<file path="config.mk">
export PLATFORM = sky130hd
export DESIGN_NAME = i2c_addr_status
export DESIGN_NICKNAME = d
export VERILOG_FILES = /design/src/rtl/i2c_astat_pkg.sv /design/src/rtl/i2c_line_watch.sv /design/src/rtl/i2c_bit_tracker.sv /design/src/rtl/i2c_flag_logic.sv /design/src/rtl/i2c_addr_status.sv
export SDC_FILE = /design/constraint.sdc
export NUM_CORES = 1
export LEC_CHECK = 0
export BUFFER_PORTS_ARGS = -buffer_cell sky130_fd_sc_hd__buf_4
export CAP_MARGIN = 20
export CORE_UTILIZATION = 35
export DETAILED_ROUTE_END_ITERATION = 10
export GPL_TIMING_DRIVEN = 0
export PLACE_DENSITY = 0.55
export SYNTH_ARGS = -nofsm -noshare
export SYNTH_HDL_FRONTEND = slang
export SYNTH_SLANG_ARGS = --single-unit
</file>
<file path="constraint.sdc">
create_clock -name clk -period 2.4 [get_ports clk]
set_clock_uncertainty 0.05 [all_clocks]
set_input_delay 0.24 -clock clk [delete_from_list [all_inputs] [get_ports clk]]
set_output_delay 0.24 -clock clk [all_outputs]
set_load 0.01 [all_outputs]
</file>
<file path="src/rtl/i2c_astat_pkg.sv">
// Shared constants and types for the I2C address-phase status tracker.
// Assumes standard 8-bit I2C bytes followed by one acknowledge clock.
package i2c_astat_pkg;
    localparam int unsigned BYTE_W  = 8;
    localparam int unsigned ADDR_W  = BYTE_W - 1;
    localparam int unsigned ACK_POS = BYTE_W + 1;
    localparam int unsigned CNT_W   = $clog2(ACK_POS + 1);

    typedef struct packed {
        logic start;
        logic stop;
        logic rise;
        logic fall;
    } line_evt_t;
endpackage

</file>
<file path="src/rtl/i2c_line_watch.sv">
// Synchronizes SCL/SDA through SYNC_STAGES flops and decodes start, stop
// and SCL edges. Assumes line levels last longer than SYNC_STAGES+1 clocks.
module i2c_line_watch
    import i2c_astat_pkg::*;
#(
    parameter int unsigned SYNC_STAGES = 2
) (
    input  logic      clk,
    input  logic      rst_n,
    input  logic      scl_in,
    input  logic      sda_in,
    output line_evt_t evt,
    output logic      sda_now
);
    localparam int unsigned LAST = SYNC_STAGES - 1;

    logic [SYNC_STAGES-1:0] scl_pipe;
    logic [SYNC_STAGES-1:0] sda_pipe;
    logic                   scl_prev;
    logic                   sda_prev;
    logic                   scl_now;

    genvar g;
    generate
        for (g = 0; g < SYNC_STAGES; g++) begin : g_sync
            // One synchronizer stage per line; idle bus level is high.
            always_ff @(posedge clk) begin
                if (!rst_n) begin
                    scl_pipe[g] <= 1'b1;
                    sda_pipe[g] <= 1'b1;
                end else if (g == 0) begin
                    scl_pipe[g] <= scl_in;
                    sda_pipe[g] <= sda_in;
                end else begin
                    scl_pipe[g] <= scl_pipe[(g == 0) ? 0 : g - 1];
                    sda_pipe[g] <= sda_pipe[(g == 0) ? 0 : g - 1];
                end
            end
        end
    endgenerate

    // Hold the previous synchronized level for edge decoding.
    always_ff @(posedge clk) begin
        if (!rst_n) begin
            scl_prev <= 1'b1;
            sda_prev <= 1'b1;
        end else begin
            scl_prev <= scl_now;
            sda_prev <= sda_now;
        end
    end

    assign scl_now = scl_pipe[LAST];
    assign sda_now = sda_pipe[LAST];

    // Decode bus conditions from the current and previous levels.
    always_comb begin
        evt.start = scl_now & scl_prev & sda_prev & ~sda_now;
        evt.stop  = scl_now & scl_prev & ~sda_prev & sda_now;
        evt.rise  = scl_now & ~scl_prev;
        evt.fall  = ~scl_now & scl_prev;
    end
endmodule

</file>
<file path="src/rtl/i2c_bit_tracker.sv">
// Counts SCL clocks 1..9 per byte after a start, captures the first byte
// and marks the ninth-clock window. Assumes events from i2c_line_watch.
module i2c_bit_tracker
    import i2c_astat_pkg::*;
(
    input  logic              clk,
    input  logic              rst_n,
    input  logic              enable,
    input  line_evt_t         evt,
    input  logic              sda_now,
    output logic              byte_done,
    output logic [BYTE_W-1:0] byte_val,
    output logic              ninth_win,
    output logic              ninth_fall_first
);
    localparam logic [CNT_W-1:0] LAST_DATA = CNT_W'(BYTE_W - 1);
    localparam logic [CNT_W-1:0] ACK_CNT   = CNT_W'(ACK_POS);

    logic [CNT_W-1:0]  bit_cnt;
    logic              active;
    logic              first_byte;
    logic [BYTE_W-1:0] shreg;

    // Track transfer activity, the clock count and the first-byte window.
    always_ff @(posedge clk) begin
        if (!rst_n || !enable) begin
            bit_cnt    <= '0;
            active     <= 1'b0;
            first_byte <= 1'b0;
            shreg      <= '0;
        end else if (evt.start) begin
            bit_cnt    <= '0;
            active     <= 1'b1;
            first_byte <= 1'b1;
            shreg      <= '0;
        end else if (evt.stop) begin
            bit_cnt    <= '0;
            active     <= 1'b0;
            first_byte <= 1'b0;
        end else begin
            if (evt.rise && active) begin
                shreg   <= {shreg[BYTE_W-2:0], sda_now};
                bit_cnt <= (bit_cnt == ACK_CNT) ? CNT_W'(1) : bit_cnt + CNT_W'(1);
            end
            if (ninth_fall_first) begin
                first_byte <= 1'b0;
            end
        end
    end

    assign byte_done        = evt.rise & first_byte & (bit_cnt == LAST_DATA);
    assign byte_val         = {shreg[BYTE_W-2:0], sda_now};
    assign ninth_win        = active & (bit_cnt == ACK_CNT);
    assign ninth_fall_first = evt.fall & first_byte & (bit_cnt == ACK_CNT);

    // Counter never leaves its 0..9 range.
    p_cnt_range_r4: assert property (@(posedge clk) disable iff (!rst_n)
        bit_cnt <= ACK_CNT);
    // A start always rewinds the count for the next address byte.
    p_start_rewind_r4: assert property (@(posedge clk) disable iff (!rst_n)
        (evt.start && enable) |=> (bit_cnt == '0 && first_byte));
endmodule

</file>
<file path="src/rtl/i2c_flag_logic.sv">
// Holds the extension, match and direction flags plus the SDA drive arm.
// Assumes strobes are one-cycle pulses; any clear condition beats a set.
module i2c_flag_logic
    import i2c_astat_pkg::*;
(
    input  logic              clk,
    input  logic              rst_n,
    input  logic              enable,
    input  line_evt_t         evt,
    input  logic              byte_done,
    input  logic [BYTE_W-1:0] byte_val,
    input  logic              ninth_win,
    input  logic              ninth_fall_first,
    input  logic [ADDR_W-1:0] local_addr,
    input  logic              master_mode,
    input  logic              start_gen,
    input  logic              master_dir_bit,
    input  logic              arb_lost,
    input  logic              release_stb,
    input  logic              wait_cancel_stb,
    input  logic              shift_wr_stb,
    output logic              ext_flag,
    output logic              match_flag,
    output logic              trc_flag,
    output logic              drive_en,
    output logic              wait_rel
);
    logic [3:0] nibble;
    logic       ext_hit, match_hit;
    logic       ext_nx, match_nx, trc_nx, arm_nx;
    logic       clr_em, clr_trc, set_trc, unused_slave;
    logic       arb_prev, armed;

    assign nibble    = byte_val[BYTE_W-1 -: 4];
    assign ext_hit   = (nibble == 4'h0) || (nibble == 4'hF);
    assign match_hit = (byte_val[BYTE_W-1:1] == local_addr);

    // Next state of the extension and match flags.
    always_comb begin
        clr_em   = ~enable | evt.start | evt.stop | release_stb;
        ext_nx   = clr_em ? 1'b0 : (ext_flag | (byte_done & ext_hit));
        match_nx = clr_em ? 1'b0 : (match_flag | (byte_done & match_hit));
    end

    // Next state of the direction flag, clears taking priority.
    always_comb begin
        unused_slave = ~master_mode & ~ext_nx & ~match_nx;
        clr_trc = ~enable | evt.stop | release_stb
                | (arb_lost & ~arb_prev)
                | unused_slave
                | (wait_cancel_stb & ninth_win & trc_flag)
                | (~master_mode & evt.start)
                | (master_mode & byte_done & master_dir_bit);
        set_trc = master_mode ? (start_gen | (byte_done & ~master_dir_bit))
                              : (byte_done & byte_val[0]);
        trc_nx  = clr_trc ? 1'b0 : (set_trc | trc_flag);
    end

    // Arm SDA drive after the first byte's ninth clock while transmitting.
    always_comb begin
        if (~enable | evt.start | evt.stop | ~trc_nx) begin
            arm_nx = 1'b0;
        end else begin
            arm_nx = armed | ninth_fall_first;
        end
    end

    // Register flags, drive arm, loss edge history and wait-release pulse.
    always_ff @(posedge clk) begin
        if (!rst_n) begin
            ext_flag   <= 1'b0;
            match_flag <= 1'b0;
            trc_flag   <= 1'b0;
            armed      <= 1'b0;
            arb_prev   <= 1'b0;
            wait_rel   <= 1'b0;
        end else begin
            ext_flag   <= ext_nx;
            match_flag <= match_nx;
            trc_flag   <= trc_nx;
            armed      <= arm_nx;
            arb_prev   <= arb_lost;
            wait_rel   <= enable & ninth_win & (wait_cancel_stb | shift_wr_stb);
        end
    end

    assign drive_en = trc_flag & armed;

    // Extension flag can only rise from a completed first byte.
    p_ext_src_r2: assert property (@(posedge clk) disable iff (!rst_n)
        $rose(ext_flag) |-> $past(byte_done));
    // Stop clears every flag.
    p_stop_clear_r1: assert property (@(posedge clk) disable iff (!rst_n)
        evt.stop |=> (!ext_flag && !match_flag && !trc_flag));
    // Release clears every flag.
    p_release_r8: assert property (@(posedge clk) disable iff (!rst_n)
        release_stb |=> (!ext_flag && !match_flag && !trc_flag));
    // Low enable leaves all flags cleared.
    p_enable_low_r8: assert property (@(posedge clk) disable iff (!rst_n)
        !enable |=> (!ext_flag && !match_flag && !trc_flag));
    // Arbitration loss edge returns to receive status.
    p_arb_loss_r7: assert property (@(posedge clk) disable iff (!rst_n)
        $rose(arb_lost) |=> !trc_flag);
    // SDA drive only starts at the first byte's ninth falling edge.
    p_drive_start_r9: assert property (@(posedge clk) disable iff (!rst_n)
        $rose(drive_en) |-> $past(ninth_fall_first));
    // Wait cancel in the ninth clock drops transmit status.
    p_wait_cancel_r10: assert property (@(posedge clk) disable iff (!rst_n)
        (wait_cancel_stb && ninth_win) |=> (!trc_flag && !drive_en));
endmodule

</file>
<file path="src/rtl/i2c_addr_status.sv">
// Top of the I2C address-phase status tracker: line watcher, bit tracker
// and flag logic. Assumes raw bus lines and system-clock control pulses.
module i2c_addr_status
    import i2c_astat_pkg::*;
#(
    parameter int unsigned SYNC_STAGES = 2
) (
    input  logic              clk,
    input  logic              rst_n,
    input  logic              enable,
    input  logic              scl_in,
    input  logic              sda_in,
    input  logic [ADDR_W-1:0] local_addr,
    input  logic              master_mode,
    input  logic              start_gen,
    input  logic              master_dir_bit,
    input  logic              arb_lost,
    input  logic              release_stb,
    input  logic              wait_cancel_stb,
    input  logic              shift_wr_stb,
    input  logic              shift_out_bit,
    output logic              ext_code_flag,
    output logic              addr_match_flag,
    output logic              tx_status_flag,
    output logic              sda_oe,
    output logic              sda_out,
    output logic              wait_release
);
    line_evt_t         evt;
    logic              sda_now;
    logic              byte_done;
    logic [BYTE_W-1:0] byte_val;
    logic              ninth_win;
    logic              ninth_fall_first;

    i2c_line_watch #(.SYNC_STAGES(SYNC_STAGES)) u_watch (
        .clk     (clk),
        .rst_n   (rst_n),
        .scl_in  (scl_in),
        .sda_in  (sda_in),
        .evt     (evt),
        .sda_now (sda_now)
    );

    i2c_bit_tracker u_track (
        .clk              (clk),
        .rst_n            (rst_n),
        .enable           (enable),
        .evt              (evt),
        .sda_now          (sda_now),
        .byte_done        (byte_done),
        .byte_val         (byte_val),
        .ninth_win        (ninth_win),
        .ninth_fall_first (ninth_fall_first)
    );

    i2c_flag_logic u_flags (
        .clk              (clk),
        .rst_n            (rst_n),
        .enable           (enable),
        .evt              (evt),
        .byte_done        (byte_done),
        .byte_val         (byte_val),
        .ninth_win        (ninth_win),
        .ninth_fall_first (ninth_fall_first),
        .local_addr       (local_addr),
        .master_mode      (master_mode),
        .start_gen        (start_gen),
        .master_dir_bit   (master_dir_bit),
        .arb_lost         (arb_lost),
        .release_stb      (release_stb),
        .wait_cancel_stb  (wait_cancel_stb),
        .shift_wr_stb     (shift_wr_stb),
        .ext_flag         (ext_code_flag),
        .match_flag       (addr_match_flag),
        .trc_flag         (tx_status_flag),
        .drive_en         (sda_oe),
        .wait_rel         (wait_release)
    );

    // Present the shift-register bit only while driving; else release high.
    assign sda_out = sda_oe ? shift_out_bit : 1'b1;

    // Driven SDA value follows the shift-register bit.
    p_sda_value_r9: assert property (@(posedge clk) disable iff (!rst_n)
        sda_oe |-> (sda_out == shift_out_bit));
endmodule

</file>
==> results of run 1 <==
[metal layers]
metal | global-route usage, % | wire length (um) | vias up
li1 | - | - | 533
met1 | 19.5 | 1210 | 474
met2 | 26.5 | 1180 | 20
met3 | 4.76 | 130 | 2
met4 | 3.99 | 21 | 0
met5 | 0 | 0 | -
[worst register-to-register path: cells and delay by family (launching register included)]
family | cells | cell delay [ps]
and+or+nand+nor | 3 | 1200
DFF | 1 | 420
AOI/OAI and AO/OA | 2 | 200
[worst min-delay path by stage]
stage	from	to	slack, ps	cells past startpoint
after floorplan	rst_n	u_watch.scl_now$_SDFF_PN1_	260	1
after global placement	u_watch.scl_pipe[0]$_SDFF_PN1_	u_watch.scl_now$_SDFF_PN1_	340	1
after detailed placement	u_watch.scl_pipe[0]$_SDFF_PN1_	u_watch.scl_now$_SDFF_PN1_	340	1
after CTS	scl_in	u_watch.scl_pipe[0]$_SDFF_PN1_	30	2
after global routing	sda_in	u_watch.sda_pipe[0]$_SDFF_PN1_	30	2
final	scl_in	u_watch.scl_pipe[0]$_SDFF_PN1_	40	2
[cell families (layout without fill, tap and decap cells)]
kind of cell	Yosys count	count (layout)
xor+xnor	9	9
simple gates	67	67
flops	25	25
buf+inv	5	34
compound gates	28	28
[synthesized netlist by cell type, types with 3 or more instances]
library cell | count | area (sq um)
nand2b_1 | 8 | 50.1
nand2_1 | 20 | 75.1
nand4_1 | 4 | 25.0
nor2_1 | 12 | 45.0
a21oi_1 | 10 | 50.1
nor3_1 | 3 | 15.0
nand3_1 | 3 | 15.0
xor2_1 | 9 | 78.8
dfxtp_1 | 25 | 500
o21ai_0 | 4 | 20.0
a31oi_1 | 3 | 18.8
[where the power goes]
part	total, mW	switching (mW)	leakage [nW]	internal, mW
combinational	0.0647	0.0275	0.329	0.0372
sequential	0.426	0.00508	0.203	0.421
clock	0.193	0.131	0.0177	0.0625
total	0.684	0.163	0.550	0.521
[layout by cell type, fill, tap and decap left out, types with 2 or more instances in the layout]
| cell | count |
|---|---|
| buf_4 | 25 |
| dfxtp_1 | 25 |
| nand2_1 | 20 |
| nor2_1 | 12 |
| a21oi_1 | 10 |
| xor2_1 | 9 |
| nand2b_1 | 8 |
| o21ai_0 | 4 |
| nand4_1 | 4 |
| a31oi_1 | 3 |
| nand3_1 | 3 |
| nor3_1 | 3 |
| clkbuf_4 | 3 |
| and2_1 | 2 |
| a211oi_2 | 2 |
| or3_2 | 2 |
| inv_1 | 2 |
| a211oi_1 | 2 |
| nor2b_1 | 2 |
[cell type report]
class	count	area (sq um)
Timing Repair Buffer	25	188
Fill cell	316	1680
Inverter	2	7.51
Multi-Input combinational cell	104	637
Clock inverter	1	5.00
Buffer	3	28.8
Sequential cell	25	500
Clock buffer	3	22.5
Tap cell	44	55.1
[registers in the layout, indices dropped and copies added (netlist names)]
name and count:
u_flags.arb_prev 1, u_flags.match_flag 1, u_track.active 1, u_flags.armed 1
u_watch.sda_pipe 1, u_watch.sda_prev 1, u_watch.scl_prev 1, u_watch.sda_now 1
u_flags.trc_flag 1, u_track.shreg 7, u_flags.ext_flag 1, u_track.bit_cnt 4
u_flags.wait_rel 1, u_watch.scl_now 1, u_track.first_byte 1, u_watch.scl_pipe 1
[per-stage QoR]
stage                     utilization (%)  setup WS (ps)  hold WS [ps]  power [mW]
after floorplan                         -            697           263       0.464
after global placement               45.3            490           342       0.499
after detailed placement             45.3            484           342       0.500
after CTS                            46.2            459          30.5       0.690
after global routing                 46.2            200          27.1       0.721
final                                46.2            431          36.8       0.684
==> reports/results.tsv, run 1 <==
stage	metric	value	unit
setup_path	crit_top_cell	nand4_1	
setup_path	cp-start-kind	flop	
cells_and_area	final_cell_area	0.00144	sq mm
floorplan	rows	20	
placed_design	place_area	0.00142	sq mm
clock_network	cts_post_setup_buffers_inserted	0	
drt	vias	1029	
cells_and_area	finalNetCount	184	
floorplan	die_width	59.9	um
floorplan	dieHeight	59.9	um
setup_path	criticalPathCategory	flop to flop	
logic_synthesis	ys_warn_count	0	
logic_synthesis	synthAdderAreaFrac	0	%
floorplan	fp.dieArea	0.00359	sq mm
status	status	completed	
drt	drt_first_pass_iters	4	
timing	hold_viol	0	
clock_network	clk_pin_slew	140	ps
clock_network	holdBufCountCts	0	
clock_network	cts_buffer_depth	2	
setup_path	worst_ep_required_time	2580	ps
setup_path	endpoint_kind	flop	
global_route	grt_pass1_vias	917	
setup_path	endpoint	u_flags.armed$_SDFF_PP0_	
power_and_ir_drop	power_leakage	0.550	nW
clock_network	cts_buffers	3	
drt	totalWireLength	2540	um
logic_synthesis	synth_xor_area_share	6.72	%
setup_path	cp_slowest_stage_delay	870	ps
logic_synthesis	synth-seq-cells	25	
floorplan	initial_core_util	37.5	%
logic_synthesis	synth_compound_area_share	16.1	%
drt	drt_iter0_drc	65	
timing	fin_setup_tns	0	ps
logic_synthesis	synthCells	134	
global_route	overflow	0	
placed_design	io_buffers	25	
cells_and_area	drive_above_1_share	25.2	%
clock_network	cts.sinks	25	
setup_path	cp_cell_sequence	nor4bb_1 > nand4_1 > nand4_1 > a211oi_2 > o2111a_1	
clock_network	cts_tree	built	
timing	clock.fmax	508	MHz
setup_path	cpMaxStageDelayCell	nor4bb_1	
clock_network	cts_resized	0	
logic_synthesis	synth_top_family_by_area	simple AND/OR/NAND/NOR gates	
timing	worst_pin_slew	990	ps
logic_synthesis	synth_cell_types	38	
logic_synthesis	synth-edff-count	0	
setup_path	crit_start	u_track.bit_cnt[3]$_SDFFE_PP0P_	
cells_and_area	num_antenna_cells	0	
global_route	antenna_found_initial	0	
logic_synthesis	ys_seq_area_share	42.6	%
floorplan	fp.coreArea	0.00313	sq mm
cells_and_area	final_cells	207	
setup_path	crit_fanout	6	
global_route	grt_max_degree	15	
hold_path	hold_class	primary input to flop	
setup_path	path_buf_inv	0	
clock_network	htreeDepth	1	
timing	setup_violations	0	
logic_synthesis	syn_nets	154	
placed_design	place_inst	203	
setup_path	regToRegStartpoint	u_track.bit_cnt[3]$_SDFFE_PP0P_	
cells_and_area	syn_to_final_growth	23.0	%
timing	fin_crit_sh	82.0	%
logic_synthesis	synth_mux_area_share	0	%
logic_synthesis	yosys.area_share.simple	31.4	%
power_and_ir_drop	power.density	474	mW/mm^2
timing	rsz0062_at_grt	no	
drt	post_drt_wl_per_cell	12.3	um
global_route	track_usage	15.7	%
placed_design	dp_hpwl	1900	um
flow_run	drv_cap	0	
floorplan	io_pins	26	
setup_path	timing.rr.end	u_flags.armed$_SDFF_PP0_	
setup_path	cp.depth	5	
timing	fin_crit	1970	ps
logic_synthesis	avgSynthCellArea	8.76	sq um
setup_path	r2r_slack	430	ps
placed_design	gp_congestion	0.747	
logic_synthesis	netlist_area	0.00117	sq mm
global_route	grt_pass1_wl	4170	um
clock_network	cts_root_buf	clkbuf_4	
timing	relSlewSlack	33.1	%
drt	ant_nets	0	
drt	drc	0	
drt	viasPerCell	4.97	
setup_path	worst_r2r_path_depth	5	
setup_path	cp.arrival	2150	ps
logic_synthesis	ys_async_sr_fraction	0	%
power_and_ir_drop	peakVddDrop	0.000449	V
timing	maxSlewViolCount	0	
logic_synthesis	dominantRegCellSynth	dfxtp_1	
clock_network	clock_latency	320	ps
setup_path	cp_top_family	simple AND/OR/NAND/NOR gates	
Note: power is estimated with default switching activity, not from simulation.
==> inputs of run 2 (changes only) <==
clock period = 2 ns   (was 2.4 ns; I/O delays follow)
==> reports/results.tsv, run 2 (same netlist as run 1, synthesis figures left out) <==
stage	metric	value	unit	change
clock_network	htreeDepth	1		unchanged
drt	drc	0		unchanged
floorplan	fp.dieArea	0.00359	sq mm	unchanged
setup_path	endpoint_kind	flop		
timing	fin_crit_sh	94.2	%	+12 points
cells_and_area	final_cell_mix	buf_4, dfxtp_1, nand2_1, nor2_1, a21oi_1		
global_route	track_usage	15.8	%	+0.090 points
cells_and_area	drive_above_1_share	26.1	%	+0.91 points
drt	drt_iter0_drc	51		-22%
hold_path	hold_end	u_flags.arb_prev$_SDFF_PN0_		
timing	relSlewSlack	56.0	%	+23 points
floorplan	die_width	59.9	um	unchanged
global_route	antenna_found_initial	0		unchanged
cells_and_area	finish.utilization	47.2	%	+1.0 points
cells_and_area	num_antenna_cells	0		unchanged
clock_network	clk_pin_slew	140	ps	about the same
setup_path	cpMaxStageDelayCell	a2111oi_0		
timing	clock.fmax	531	MHz	+4.5%
power_and_ir_drop	peakVddDrop	0.000537	V	+20%
floorplan	io_pins	26		unchanged
setup_path	cp.arrival	2110	ps	-40 ps
drt	totalWireLength	2570	um	+1.2%
timing	fin_crit	1880	ps	-85.6 ps
cells_and_area	reg_top3	u_track.shreg: 7 flops, u_track.bit_cnt: 4 flops		
placed_design	place_area	0.00142	sq mm	unchanged
floorplan	dieHeight	59.9	um	unchanged
hold_path	hold_class	primary input to flop		
setup_path	worst_r2r_path_depth	5		unchanged
setup_path	worst_ep_required_time	2230	ps	-350 ps
setup_path	cp_slowest_stage_delay	470	ps	-400 ps
power_and_ir_drop	power_leakage	0.560	nW	+1.7%
clock_network	cts_buffer_depth	2		unchanged
cells_and_area	final_cell_area	0.00148	sq mm	+2.3%
setup_path	r2r_slack	120	ps	-310 ps
clock_network	cts_tree	built		
setup_path	regToRegStartpoint	u_watch.sda_prev$_SDFF_PN1_		
status	status	completed		
drt	ant_nets	0		unchanged
cells_and_area	finalNetCount	186		+1.1%
drt	drt_first_pass_iters	4		unchanged
clock_network	clock_latency	320	ps	about the same
drt	viasPerCell	4.96		-0.19%
drt	wl_met2	1210	um	+1.9%
drt	vias	1037		+0.78%
placed_design	io_buffers	25		unchanged
drt	wl_met1	1230	um	+2.1%
drt	wl_met3	112	um	-14%
clock_network	cts_buffers	3		unchanged
placed_design	gp_congestion	0.747		unchanged
global_route	grt_pass1_vias	923		+0.65%
cells_and_area	final_cells	209		+0.97%
timing	hold_viol	0		unchanged
timing	worst_pin_slew	651	ps	-340 ps
setup_path	cp-start-kind	flop		
cells_and_area	syn_to_final_growth	25.8	%	
global_route	grt_pass1_wl	4200	um	+0.67%
drt	routed.top_layer	met4		
cells_and_area	regMostFlops	u_track.shreg		
clock_network	cts_post_setup_buffers_inserted	0		unchanged
timing	maxSlewViolCount	0		unchanged
timing	rsz0062_at_grt	no		
timing	fin_setup_tns	0	ps	unchanged
clock_network	cts.sinks	25		unchanged
floorplan	fp.coreArea	0.00313	sq mm	unchanged
hold_path	holdCritStartpoint	arb_lost		
floorplan	rows	20		unchanged
hold_path	hold_depth	2		unchanged
drt	post_drt_wl_per_cell	12.3	um	+0.25%
floorplan	initial_core_util	37.5	%	unchanged
flow_run	drv_cap	0		unchanged
placed_design	pre_cts_slack	83.8	ps	-400 ps
setup_path	criticalPathCategory	flop to flop		
clock_network	cts_root_buf	clkbuf_4		
timing	worst_slack	117	ps	-314 ps
setup_path	timing.rr.end	u_flags.armed$_SDFF_PP0_		
power_and_ir_drop	power.density	559	mW/mm^2	+18%
setup_path	cp_cell_sequence	and4b_1 > a2111oi_0 > nand4_1 > a211oi_2 > o2111a_1		
placed_design	dp_hpwl	1900	um	unchanged
global_route	grt_max_degree	15		unchanged
cells_and_area	largest_register_ffs	7		unchanged
global_route	overflow	0		unchanged
setup_path	crit_fanout	6		unchanged
placed_design	place_inst	203		unchanged
timing	setup_violations	0		unchanged
[run 2: cell types whose count changed in the layout (fill, tap and decap cells not counted)]
cell and change:
dlygate4sd3_1 +2, a311oi_1 -1, a311oi_2 +1, nor4bb_1 -1
nor4bb_2 +1
[run 2: critical path, delay by kind of cell (launching register included)]
family | cells | cell delay, ps
and+or+nand+nor | 2 | 400
AOI/OAI and AO/OA | 3 | 950
DFF | 1 | 450
[run 2: cell type report]
cell class,count,area [sq um]
fill,315,1650
multi-input combinational,104,649
sequential,25,500
timing repair buffer,27,208
tap,44,55.1
buffer,3,28.8
clock buffer,3,22.5
inverter,2,7.51
clock inverter,1,5.00
[run 2: worst max path at each step]
| stage | startpoint | end | slack, ps | cells after the start |
|---|---|---|---|---|
| 2_1_floorplan | u_track.shreg[6]$_SDFFE_PP0P_ | u_flags.armed$_SDFF_PP0_ | 300 | 5 |
| 3_3_place_gp | u_watch.sda_now$_SDFF_PN1_ | u_flags.armed$_SDFF_PP0_ | 90 | 5 |
| 3_5_place_dp | u_track.bit_cnt[3]$_SDFFE_PP0P_ | u_flags.armed$_SDFF_PP0_ | 80 | 5 |
| 4_1_cts | u_track.bit_cnt[3]$_SDFFE_PP0P_ | u_flags.armed$_SDFF_PP0_ | 60 | 5 |
| 5_1_grt | u_watch.sda_now$_SDFF_PN1_ | u_flags.armed$_SDFF_PP0_ | 30 | 5 |
| 6_report | u_watch.sda_prev$_SDFF_PN1_ | u_flags.armed$_SDFF_PP0_ | 120 | 5 |
[run 2: power by group]
part           switching, mW  internal, mW  leakage (nW)  total [mW]
clock                  0.157        0.0749        0.0177       0.232
combinational         0.0343        0.0478         0.339      0.0821
sequential           0.00623         0.505         0.203       0.511
[run 2: per-layer routing]
layer | vias to the layer above | track usage [%]
li1 | 535 | -
met1 | 477 | 19.7
met2 | 23 | 26.5
met3 | 2 | 4.76
met4 | 0 | 3.99
met5 | - | 0
[run 2: repair_timing]
action / CTS / global route
resized for setup: 0 / 2
setup endpoints to repair: 0 / 5
hold buffers: 2 / 0
hold endpoints to repair: 2 / 0
[run 2: per-stage QoR]
step	power [mW]	hold WS, ps
detailed placement	0.600	339
global route	0.870	20.3
finish	0.825	33.7
floorplan	0.557	223
CTS	0.832	31.5
global placement	0.598	333
==> inputs of run 3 (changes only) <==
CORE_UTILIZATION = 52   (was 35)
PLACE_DENSITY = 0.76   (was 0.55)
==> reports/results.tsv, run 3 (same netlist as run 1, synthesis figures left out) <==
stage	metric	value	unit	change
status	status	completed		
power_and_ir_drop	power_leakage	0.549	nW	-2.0%
clock_network	clock_latency	310	ps	about the same
global_route	track_usage	21.8	%	+6.0 points
flow_run	drv_cap	0		unchanged
timing	relSlewSlack	59.5	%	+3.5 points
global_route	grt_max_degree	14		-1
floorplan	fp.coreArea	0.00204	sq mm	-35%
setup_path	crit_top_cell	a211oi_2		
cells_and_area	final_cell_mix	buf_4, dfxtp_1, nand2_1, nor2_1, a21oi_1		
setup_path	cpMaxStageDelayCell	or4_4		
floorplan	die_width	49.5	um	-17%
cells_and_area	finalNetCount	184		-1.1%
clock_network	htreeDepth	1		unchanged
drt	drt_iter0_drc	17		-67%
cells_and_area	drive_above_1_share	25.8	%	-0.29 points
clock_network	cts_buffer_depth	2		unchanged
timing	hold_viol	0		unchanged
placed_design	gp_congestion	0.802		+7.4%
timing	maxSlewViolCount	0		unchanged
drt	routed.top_layer	met4		
drt	wl_met2	1200	um	-0.33%
drt	viasPerCell	5.56		+12%
setup_path	path_buf_inv	0		unchanged
power_and_ir_drop	peakVddDrop	0.000697	V	+30%
setup_path	cp-start-kind	flop		
setup_path	worst_ep_required_time	2210	ps	-20 ps
timing	clock.fmax	533	MHz	+0.33%
clock_network	clk_pin_slew	130	ps	about the same
setup_path	endpoint_kind	flop		
drt	post_drt_wl_per_cell	13.0	um	+5.6%
clock_network	cts_tree	built		
global_route	grt_pass1_wl	4170	um	-0.50%
placed_design	io_buffers	25		unchanged
timing	setup_violations	0		unchanged
drt	drt_first_pass_iters	4		unchanged
setup_path	cp.arrival	2090	ps	-20 ps
global_route	antenna_found_initial	0		unchanged
drt	wl_met3	86	um	-23%
drt	ant_nets	0		unchanged
cells_and_area	largest_register_ffs	7		unchanged
clock_network	cts_buffers	3		unchanged
timing	fin_crit	1880	ps	-6.16 ps
timing	fin_crit_sh	93.9	%	-0.31 points
clock_network	cts.sinks	25		unchanged
global_route	grt_pass1_vias	967		+4.8%
floorplan	fp.dieArea	0.00245	sq mm	-32%
clock_network	holdBufCountCts	0		-2
power_and_ir_drop	power	0.813	mW	-1.5%
drt	drc	0		unchanged
setup_path	cp_slowest_stage_delay	530	ps	+60 ps
drt	vias	1057		+1.9%
timing	worst_pin_slew	599	ps	-52.1 ps
clock_network	cts_root_buf	clkbuf_4		
floorplan	rows	16		-20%
drt	wl_met1	1160	um	-5.7%
setup_path	cp_top_family	compound AO/OA/AOI/OAI gates		
floorplan	initial_core_util	57.5	%	+20 points
cells_and_area	num_antenna_cells	0		unchanged
setup_path	crit_fanout	5		-1
cells_and_area	syn_to_final_growth	22.2	%	
power_and_ir_drop	power.density	567	mW/mm^2	+1.4%
timing	fin_setup_tns	0	ps	unchanged
drt	totalWireLength	2470	um	-4.0%
hold_path	hold_class	primary input to flop		
setup_path	criticalPathCategory	flop to flop		
placed_design	dp_hpwl	1890	um	-0.48%
floorplan	dieHeight	49.5	um	-17%
global_route	overflow	0		unchanged
timing	rsz0062_at_grt	no		
cells_and_area	reg_top3	u_track.shreg: 7 flops, u_track.bit_cnt: 4 flops		
timing	timing.hold.ws	11.7	ps	-22.0 ps
setup_path	cp_cell_sequence	or4_4 > a211oi_2 > o22ai_1 > a211oi_2 > o2111a_1		
floorplan	io_pins	26		unchanged
cells_and_area	regMostFlops	u_track.shreg		
run 3: routing by layer:
metal  global-route usage, %  up-vias
li1                        -      538
met1                    27.0      496
met2                    39.5       21
met3                    4.63        2
met4                    3.33        0
met5                       0        -
run 3: final timing paths:
check | endpoint | slack, ps | cells after the start | from
setup reg to reg | u_flags.armed$_SDFF_PP0_ | 120 | 5 | u_track.shreg[5]$_SDFFE_PP0P_
hold / removal | u_watch.scl_pipe[0]$_SDFF_PN1_ | 10 | 2 | scl_in
hold reg to reg | u_watch.scl_now$_SDFF_PN1_ | 370 | 1 | u_watch.scl_pipe[0]$_SDFF_PN1_
setup / recovery | u_flags.armed$_SDFF_PP0_ | 120 | 5 | u_track.shreg[5]$_SDFFE_PP0P_
run 3: what timing repair did:
item	4_1_cts	5_1_grt
gates resized for setup	0	2
setup buffers	0	0
setup endpoints to repair	0	1
run 3: area by class of cell:
type | instances | area [sq um]
flip-flops and latches | 25 | 500
multi-input cells | 104 | 649
inverters | 2 | 7.51
well taps | 27 | 33.8
plain buffers | 3 | 28.8
fillers | 193 | 608
repair buffers | 25 | 188
clock buffers | 4 | 26.3
run 3: power breakdown:
part | leakage [nW] | total (mW) | internal [mW] | switching (mW)
clock | 0.0150 | 0.223 | 0.0777 | 0.145
sequential | 0.203 | 0.511 | 0.505 | 0.00613
combinational | 0.331 | 0.0786 | 0.0453 | 0.0333
total | 0.549 | 0.813 | 0.628 | 0.185
run 3: per-stage QoR:
step	worst slack [ps]	area, sq um	cells	utilization [%]
floorplan	297	1170	134	-
global placement	173	1400	186	68.3
detailed placement	129	1400	186	68.3
CTS	95.0	1420	190	69.6
global route	29.2	1430	190	70.2
finish	123	1430	190	70.2
